$ cat src/rtl/kev_pkg.sv
package kev_pkg;
  typedef enum logic {
    ST_IDLE = 1'b0,
    ST_RUN  = 1'b1
  } kev_state_t;

  localparam int unsigned OPS_PER_STEP = 4;
endpackage

$ cat src/rtl/kev_modchk.sv
module kev_modchk #(
  parameter int unsigned W = 16
) (
  input  logic [W-1:0] cand,
  input  logic [W-1:0] key,
  input  logic [W-1:0] mul,
  output logic         ok
);
  always_comb begin
    ok = cand[0] && (cand > key) && (cand > mul);
  end
endmodule

$ cat src/rtl/kev_modmul.sv
module kev_modmul #(
  parameter int unsigned W = 16
) (
  input  logic         clk,
  input  logic         rst,
  input  logic         start,
  input  logic [W-1:0] x,
  input  logic [W-1:0] y,
  input  logic [W-1:0] n,
  output logic         rdy,
  output logic [W-1:0] prod
);
  localparam int unsigned CW = $clog2(W + 1);

  logic [W-1:0]  acc, xs, ys;
  logic [CW-1:0] cnt;
  logic          running, rdy_q;
  logic [W:0]    dbl, sum;
  logic [W-1:0]  dbl_red, sum_red;

  always_comb begin
    dbl     = {acc, 1'b0};
    dbl_red = (dbl >= {1'b0, n}) ? W'(dbl - {1'b0, n}) : dbl[W-1:0];
    sum     = {1'b0, dbl_red} + (xs[W-1] ? {1'b0, ys} : '0);
    sum_red = (sum >= {1'b0, n}) ? W'(sum - {1'b0, n}) : sum[W-1:0];
  end

  always_ff @(posedge clk) begin
    if (rst) begin
      acc     <= '0;
      xs      <= '0;
      ys      <= '0;
      cnt     <= '0;
      running <= 1'b0;
      rdy_q   <= 1'b0;
    end else begin
      rdy_q <= 1'b0;
      if (start) begin
        acc     <= '0;
        xs      <= x;
        ys      <= y;
        cnt     <= CW'(W);
        running <= 1'b1;
      end else if (running) begin
        acc <= sum_red;
        xs  <= {xs[W-2:0], 1'b0};
        cnt <= cnt - 1'b1;
        if (cnt == CW'(1)) begin
          running <= 1'b0;
          rdy_q   <= 1'b1;
        end
      end else if (rdy_q) begin
        acc <= '0;
        xs  <= '0;
        ys  <= '0;
      end
    end
  end

  assign rdy  = rdy_q;
  assign prod = acc;

  assert_acc_reduced_R1: assert property (@(posedge clk) disable iff (rst)
    running |-> (acc < n));

  assert_scrub_R5: assert property (@(posedge clk) disable iff (rst)
    (rdy_q && !start) |=> (acc == '0 && ys == '0 && xs == '0));
endmodule

$ cat src/rtl/kev_ctl.sv
module kev_ctl
  import kev_pkg::*;
(
  input  logic clk,
  input  logic rst,
  input  logic go,
  input  logic rdy,
  output logic busy,
  output logic start,
  output logic commit,
  output logic x_from_key,
  output logic y_from_mul
);
  kev_state_t  state;
  logic [1:0]  phase;
  localparam logic [1:0] LAST = 2'(OPS_PER_STEP - 1);

  always_comb begin
    busy       = (state == ST_RUN);
    x_from_key = (state == ST_IDLE);
    y_from_mul = rdy && (phase == LAST - 2'd1);
    commit     = busy && rdy && (phase == LAST);
    start      = (!busy && go) || (busy && rdy && (phase != LAST));
  end

  always_ff @(posedge clk) begin
    if (rst) begin
      state <= ST_IDLE;
      phase <= '0;
    end else if (state == ST_IDLE) begin
      if (go) begin
        state <= ST_RUN;
        phase <= '0;
      end
    end else if (rdy) begin
      if (phase == LAST) begin
        state <= ST_IDLE;
        phase <= '0;
      end else begin
        phase <= phase + 2'd1;
      end
    end
  end

  assert_phase_idle_R3: assert property (@(posedge clk) disable iff (rst)
    (state == ST_IDLE) |-> (phase == 2'd0));
endmodule

$ cat src/rtl/kev_top.sv
module kev_top #(
  parameter int unsigned W = 16
) (
  input  logic           clk,
  input  logic           rst,
  input  logic           key_ld,
  input  logic           mul_ld,
  input  logic           mod_ld,
  input  logic [W-1:0]   ld_data,
  input  logic           adv,
  output logic [W-1:0]   key_out,
  output logic [W/4-1:0] mat_out,
  output logic           done,
  output logic           err
);
  localparam int unsigned MW = W / 4;

  logic [W-1:0]  key_r, mul_r, n_r, key_d, prod, op_x, op_y;
  logic [MW-1:0] mat_d, mat_r;
  logic          mod_ok, err_r, done_r;
  logic          busy, start, commit, sel_x_key, sel_y_mul, rdy;
  logic          idle, ld_any, go, cand_ok;
  logic          take_key, take_mul, take_mod;

  always_comb begin
    idle     = !busy;
    ld_any   = key_ld || mul_ld || mod_ld;
    go       = idle && adv && mod_ok && !ld_any;
    take_key = idle && key_ld;
    take_mul = idle && !key_ld && mul_ld;
    take_mod = idle && !key_ld && !mul_ld && mod_ld;
    op_x     = sel_x_key ? key_r : prod;
    op_y     = sel_y_mul ? mul_r : op_x;
  end

  kev_ctl u_ctl (
    .clk        (clk),
    .rst        (rst),
    .go         (go),
    .rdy        (rdy),
    .busy       (busy),
    .start      (start),
    .commit     (commit),
    .x_from_key (sel_x_key),
    .y_from_mul (sel_y_mul)
  );

  kev_modmul #(.W(W)) u_mm (
    .clk   (clk),
    .rst   (rst),
    .start (start),
    .x     (op_x),
    .y     (op_y),
    .n     (n_r),
    .rdy   (rdy),
    .prod  (prod)
  );

  kev_modchk #(.W(W)) u_chk (
    .cand (ld_data),
    .key  (key_r),
    .mul  (mul_r),
    .ok   (cand_ok)
  );

  always_comb begin
    key_d = key_r;
    if (commit)        key_d = prod;
    else if (take_key) key_d = ld_data;
  end

  for (genvar j = 0; j < MW; j++) begin : g_tap
    assign mat_d[j] = key_d[4*j];
  end

  always_ff @(posedge clk) begin
    if (rst) begin
      key_r  <= '0;
      mul_r  <= '0;
      n_r    <= '0;
      mat_r  <= '0;
      mod_ok <= 1'b0;
      err_r  <= 1'b0;
      done_r <= 1'b0;
    end else begin
      key_r  <= key_d;
      mat_r  <= mat_d;
      done_r <= commit;
      if (take_mul) mul_r <= ld_data;
      if (take_key || take_mul) mod_ok <= 1'b0;
      if (take_mod) begin
        if (cand_ok) begin
          n_r    <= ld_data;
          mod_ok <= 1'b1;
          err_r  <= 1'b0;
        end else begin
          err_r  <= 1'b1;
        end
      end
    end
  end

  assign key_out = key_r;
  assign mat_out = mat_r;
  assign done    = done_r;
  assign err     = err_r;

  assert_done_pulse_R5: assert property (@(posedge clk) disable iff (rst)
    done_r |=> !done_r);

  assert_key_hold_busy_R6: assert property (@(posedge clk) disable iff (rst)
    (busy && !commit) |=> $stable(key_r));

  assert_no_run_without_mod_R7: assert property (@(posedge clk) disable iff (rst)
    (!busy && !mod_ok) |=> !busy);

  assert_mod_valid_R8: assert property (@(posedge clk) disable iff (rst)
    mod_ok |-> (n_r[0] && (n_r > key_r) && (n_r > mul_r)));

  assert_reject_keeps_mod_R8: assert property (@(posedge clk) disable iff (rst)
    $rose(err_r) |-> $stable(n_r));
endmodule

$ cat config.mk
export PLATFORM = sky130hd
export DESIGN_NAME = kev_top
export DESIGN_NICKNAME = d
export VERILOG_FILES = /design/src/rtl/kev_pkg.sv /design/src/rtl/kev_modchk.sv /design/src/rtl/kev_modmul.sv /design/src/rtl/kev_ctl.sv /design/src/rtl/kev_top.sv
export SDC_FILE = /design/constraint.sdc
export NUM_CORES = 1
export LEC_CHECK = 0
export BUFFER_PORTS_ARGS = -buffer_cell sky130_fd_sc_hd__clkbuf_2
export CAP_MARGIN = 25
export CORE_MARGIN = 4
export CORE_UTILIZATION = 40
export DETAILED_ROUTE_END_ITERATION = 8
export GPL_TIMING_DRIVEN = 0
export HOLD_SLACK_MARGIN = 0.08
export SYNTH_ARGS = -nofsm -noshare
export SYNTH_HDL_FRONTEND = slang
export SYNTH_SLANG_ARGS = --single-unit
$ cat constraint.sdc
create_clock -name clk -period 6.4 [get_ports clk]
set_clock_uncertainty 0.05 [all_clocks]
set_input_delay 0.64 -clock clk [delete_from_list [all_inputs] [get_ports clk]]
set_output_delay 0.64 -clock clk [all_outputs]
set_load 0.05 [all_outputs]
After elaboration in Yosys (flattened, before gate mapping)

Cells that the tools add are included.

Add/subtract/negate cells: 5
Order comparisons: 4
Equality and inequality tests: 6
Muxes and demuxes: 31
Bitwise operators: 1
Reductions and logical operators: 34

Operators with widths:

| operator            | count |
|---|---|
| $mux 16             | 13 |
| $ge 17x16->1        | 2 |
| $gt 16x16->1        | 2 |
| $sub 16x16->16      | 2 |
| $add 16x16->17      | 1 |
| $logic_and 1x1->1   | 15 |
| $mux 1              | 12 |
| $mux 5              | 2 |
| $reduce_bool 2->1   | 5 |
| $mux 2              | 4 |
| $reduce_and 2->1    | 3 |
| $eq 5x1->1 const B  | 1 |
| $sub 5x1->5 const B | 1 |
| $eq 2x2->1 const B  | 2 |
| $logic_not 1->1     | 4 |
| $logic_or 1x1->1    | 4 |
| $ne 2x2->1 const B  | 2 |
| $reduce_bool 3->1   | 1 |
| $reduce_or 3->1     | 1 |
| $add 2x1->2 const B | 1 |
| $ne 2x1->1 const B  | 1 |
| $reduce_or 2->1     | 1 |
| $not 1->1           | 1 |

Register bits after elaboration: 109
Input bits: 22
Output and inout bits: 22
Logic and storage cells: 97

Logic depth before layout (Yosys ltp)

Word-level depth: 8
Gate-level depth with buffers: 30
Gate-level depth less buffers: 27

Cells and area by module

From an unflattened synthesis, not the netlist that was laid out.

Cells, all modules: 1035
Area, all modules: 8505.7 µm²

By module, submodules not included:

| module     | times used | cells an instance | area each (µm²) | sequential area each (µm²) |
|---|---|---|---|---|
| kev_modmul | 1          | 622               | 4860.9          | 1101.1 |
| kev_top    | 1          | 285               | 2642.5          | 1021.0 |
| kev_modchk | 1          | 109               | 808.3           | 0.0 |
| kev_ctl    | 1          | 19                | 193.9           | 60.1 |

Least setup slack after synthesis

No wires, ideal clock.

Path kind: flip-flop to flip-flop
Start: register n_r[1]
End: register u_mm.acc[8], in the netlist u_mm.prod[8]
Setup time: 0.133 ns
Arrival: 5.533 ns
Data required time: 6.217 ns
Setup slack: 0.685 ns
Stages on the path, launching flop included: 29
Buffers on the path: 2
Period minus slack after synthesis: 5.715 ns
Cells stage by stage: dfxtp_1 inv_1 ha_1 nor2b_1 o31ai_2 a22oi_2 a41oi_2 a21oi_2 o31ai_2 buf_4 mux2_4 ha_1 a211oi_1 o21ai_0 a31o_2 a41oi_1 o211ai_1 a21o_1 and2_1 ha_1 nand2_1 nor4_1 a211oi_1 nand2_1 o21a_4 nor2_8 buf_12 mux2i_1 o22ai_1

Cells in the longest elaborated chain, start to end: 6
Elaborated cells between the ends (all ways): 8
Classes of those cells: 3 x add/sub; 2 x order compare; 3 x mux

RTL lines:

| item                                           | RTL line         | RTL |
|---|---|---|
| start: declaration                             | kev_top.sv:18    | `logic [W-1:0] key_r, mul_r, n_r, key_d, prod, op_x, op_y;` |
| start signal: assignment                       | kev_top.sv:93    | `n_r <= ld_data;` |
| $sub 16x16->16 or $ge 17x16->1 (tied branches) | kev_modmul.sv:23 | `dbl_red = (dbl >= {1'b0, n}) ? W'(dbl - {1'b0, n}) : dbl[W-1:0];` |
| $mux 16                                        | kev_modmul.sv:23 |  |
| $add 16x16->17                                 | kev_modmul.sv:24 | `sum = {1'b0, dbl_red} + (xs[W-1] ? {1'b0, ys} : '0);` |
| $sub 16x16->16 or $ge 17x16->1 (tied branches) | kev_modmul.sv:25 | `sum_red = (sum >= {1'b0, n}) ? W'(sum - {1'b0, n}) : sum[W-1:0];` |
| $mux 16 (*)                                    | kev_modmul.sv:25 |  |
| $mux 16 (*)                                    | kev_modmul.sv:44 | `end else if (running) begin` |
| end signal: assignment                         | kev_modmul.sv:45 | `acc <= sum_red;` |
| end: declaration                               | kev_modmul.sv:15 | `logic [W-1:0] acc, xs, ys;` |

Mark *: on every way between the ends. The rest lies on a longest branch, timed or not.
A chain may end at the register's enable or synchronous reset.

Final worst setup path

Same ends and word-level chain as after synthesis.

==> results <==
- The run finished with clean final reports.
- In this run the number of H-tree levels came out at 3.
- At the worst endpoint, the required time is 6.57 ns.
- The slowest stage of the critical path is the sky130_fd_sc_hd__dfxtp_2 cell.
- Clock-pin slew was measured on the worst setup and hold paths at 0.08 ns.
- The final HPWL from detailed placement is 20300 microns.
- For this design, the sink count on the clock tree is 109.
- Synthesis inferred 109 register bits.
- The share of the yosys chip area belonging to registers is 27.0%.
- The post-layout instance area is 9110 sq um.
- For this run, the number of Yosys warnings is 0.
- The final layout contains routed wiring with a total length of 25600 microns.
- The worst setup path is of the reg -> reg kind.
- The TritonCTS clock tree is built.
- Along the worst path, the maximum fanout reaches 10.
- The post-synth design cell area is 8080 sq um.
- The final cycle utilization of the critical path is 96.4%.
- The detailed-router iteration count before antenna repair is 5.
- The tightest hold margin is 0.429 ns.
- The most frequently used flop master after synthesis is sky130_fd_sc_hd__dfxtp_1.
- Data arrives at the worst endpoint at 6.34 ns.
- The number of clock buffers added by TritonCTS is 9.
- The number of port buffers is 42.
- Clock tree synthesis selected as its root buffer the cell sky130_fd_sc_hd__clkbuf_16.
- The initial antenna violation count was 0.
- The floorplan has 51 rows.
- 0 antenna diodes ended up in the layout.
- The floorplan step defined a core boundary enclosing 19700 sq um.
- The chip height is 150 microns.
- The share of async-settable or async-resettable flops after synthesis is 0%.
- The via count of the first global-routing pass came to 7204.
- The category of the worst setup path launch point is a flop.
- The relative slew slack is 48.8%.
- The worst register-to-register path begins at n_r[1].
- In this run, synthesis inferred 0 flip-flops with an integrated enable.
- The synthesized netlist contains 71 unique library cells.
- Setup violations remaining at the end of the flow were counted as 0.
- In the routed design, unresolved DRC markers number 0.
- For the pin with the worst max-slew slack, the measured transition is 0.768 ns.
- The remaining global-route overflow is 0.
- Once the floorplan was initialized, standard cells occupied 41.1% of the core.
- For this run, the slowest stage of the critical path takes 0.35 ns.
- Fill cells in the final layout number 2022.
- After layout, the worst setup slack is 0.228 ns.
- For this run, the top clock speed supported by timing is 0.162 GHz.
- The die covers 22500 sq um.
- Ranked by instance count, the synthesized netlist is headed by sky130_fd_sc_hd__dfxtp_1, sky130_fd_sc_hd__nor2_1, sky130_fd_sc_hd__nand2_1, sky130_fd_sc_hd__ha_1, sky130_fd_sc_hd__a21oi_1.
- The synthesized design devotes to its leading area cell type 27.0% of total area.
- The largest buffer count on any clock path is 2.
- The number of max-slew violations in the final report is 0.
- The worst path in the final design needs a cycle of 6.17 ns, including I/O delays and setup.
- The weighted congestion reported at the end of routability-driven placement is 0.966.
- The net count after synthesis is 1107.
- The total count of hold-check failures in the final report is 0.
- The fraction of layout instances using a drive strength above 1 is 11.2%.
- Entering global routing, the biggest net connects 20 pins.
- The cell taking the most area after synthesis is sky130_fd_sc_hd__dfxtp_1.
- In the routed layout, each cell is associated on average with a via count of 5.65.
- The most frequently used cell type in the post-synthesis netlist is sky130_fd_sc_hd__dfxtp_1.
- During I/O placement, the number of pins put on the boundary was 44.
- The relative area change from synthesis to final layout is 12.7%.
- Summing all placed instances gives a cell area of 8630 sq um.
- The horizontal die dimension is 150 microns.
- The wire length of the first global-routing pass is 40600 microns.
- By area the synthesized netlist is led by sky130_fd_sc_hd__dfxtp_1, sky130_fd_sc_hd__ha_1, sky130_fd_sc_hd__a211oi_1.
- The count of antenna-violating nets left after detailed routing is 0.
- The number of max-cap violations is 0.
- The path class of the tightest hold or removal check is reg -> reg.
- The leakage power figure is 3.76 nW.
- At the end of the flow, the number of nets in the layout was 1167.
- The power per standard cell area is 219 nW/um^2.
- The worst setup path is captured at a flop.
- The first-iteration detailed-routing DRC count is 511.
- The critical path startpoint is n_r[1].
- The mean routed wirelength per cell is 19.3 microns.
- For this run, the total global-route usage over all layers was measured as 23.1%.
- Setup repair after global routing could not meet its margin everywhere.
- At the later pin of the worst-skew pair, clock insertion delay measures 0.37 ns.
- The maximum resistive drop on vdd is 0.000145 V.
- At the placement stage, the worst setup path has a slack of -0.497 ns.
- The design draws 0.00200 W.
- The startpoint identified for the worst hold timing path is mul_r[10].
- The total vias in the final route is 7492.
- The synthesized area divided by synthesized cell count is 8.10 sq um.
- The cell count after synthesis came out at 998.
## placed cells by master, fill, tap and decap left out, types with 18 or more instances in the layout
cell and n:
sky130_fd_sc_hd__o21ai_1 20, sky130_fd_sc_hd__nand2_1 86, sky130_fd_sc_hd__inv_1 70, sky130_fd_sc_hd__mux2i_1 45
sky130_fd_sc_hd__and2_1 18, sky130_fd_sc_hd__clkbuf_2 42, sky130_fd_sc_hd__dfxtp_1 106, sky130_fd_sc_hd__o31ai_1 18
sky130_fd_sc_hd__clkbuf_1 38, sky130_fd_sc_hd__a211oi_1 65, sky130_fd_sc_hd__o21ai_0 35, sky130_fd_sc_hd__ha_1 81
sky130_fd_sc_hd__a21oi_1 72, sky130_fd_sc_hd__xnor2_1 22, sky130_fd_sc_hd__nor2_1 89
## logic make-up after synthesis
family | share of synthesized area, %
flops | 27.0
fa+ha+maj | 13.7
mux | 6.16
simple gates | 16.7
xor+xnor | 3.90
compound gates | 25.9
buf+inv | 6.58
## final timing paths
kind | slack (ns) | cells past startpoint | to
max | 0.23 | 28 | u_mm.prod[8]
min reg2reg | 0.43 | 2 | mul_r[10]
max reg2reg | 0.23 | 28 | u_mm.prod[8]
min | 0.43 | 2 | mul_r[10]
## routing by layer
metal,vias to the layer above,wire (microns),global-route usage [%]
li1,3718,-,-
met1,3524,12000,31.6
met2,206,11200,36.9
met3,44,1350,2.68
met4,0,1020,10.1
met5,-,0,0
## power breakdown
group	total (W)	internal (W)	switching (W)
registers	0.000707	0.000691	0.0000160
logic	0.000686	0.000289	0.000397
clock network	0.000603	0.000311	0.000292
total	0.00200	0.00129	0.000705
## repair_timing
action | in CTS | in global routing
hold buffers | 0 | 0
pin swaps | 6 | 12
setup buffers | 4 | 3
gates resized for setup | 7 | 23
setup endpoints to repair | 16 | 16
## registers in the layout, summed over array words and instances, names as in the netlist
signal / count
done: 1
mul_r: 16
n_r: 16
u_mm.prod: 16
u_mm.xs: 16
mod_ok: 1
u_mm.ys: 16
u_ctl.busy: 1
u_mm.running: 1
key_out: 16
u_ctl.phase: 2
u_mm.cnt: 5
err: 1
u_mm.rdy: 1
## area by class of cell
type	instances	area, sq um	area share, %
Clock buffer	9	225	2.47
Tap cell	265	332	3.64
Clock inverter	6	76.3	0.837
Sequential cell	109	2190	24.0
Multi-Input combinational cell	761	5490	60.2
Buffer	56	268	2.94
Timing Repair Buffer	49	267	2.92
Inverter	72	270	2.97
## stage by stage
step           cells  util (%)  setup TNS (ns)
5_1_grt         1327      46.4          -0.132
6_report        1327      46.4               0
2_1_floorplan    998         -               0
3_5_place_dp    1305      43.9           -4.91
3_3_place_gp    1305      43.9           -5.27
4_1_cts         1324      45.8               0
## worst max-delay path, delay by kind of cell (launching register included)
kind | cells | cell delay, ns
buf+inv | 3 | 0.45
flops | 1 | 0.35
mux | 2 | 0.57
fa+ha+maj | 3 | 0.87
simple gates | 6 | 0.75
compound gates | 14 | 2.96
Note: power is estimated with default switching activity, not from simulation.
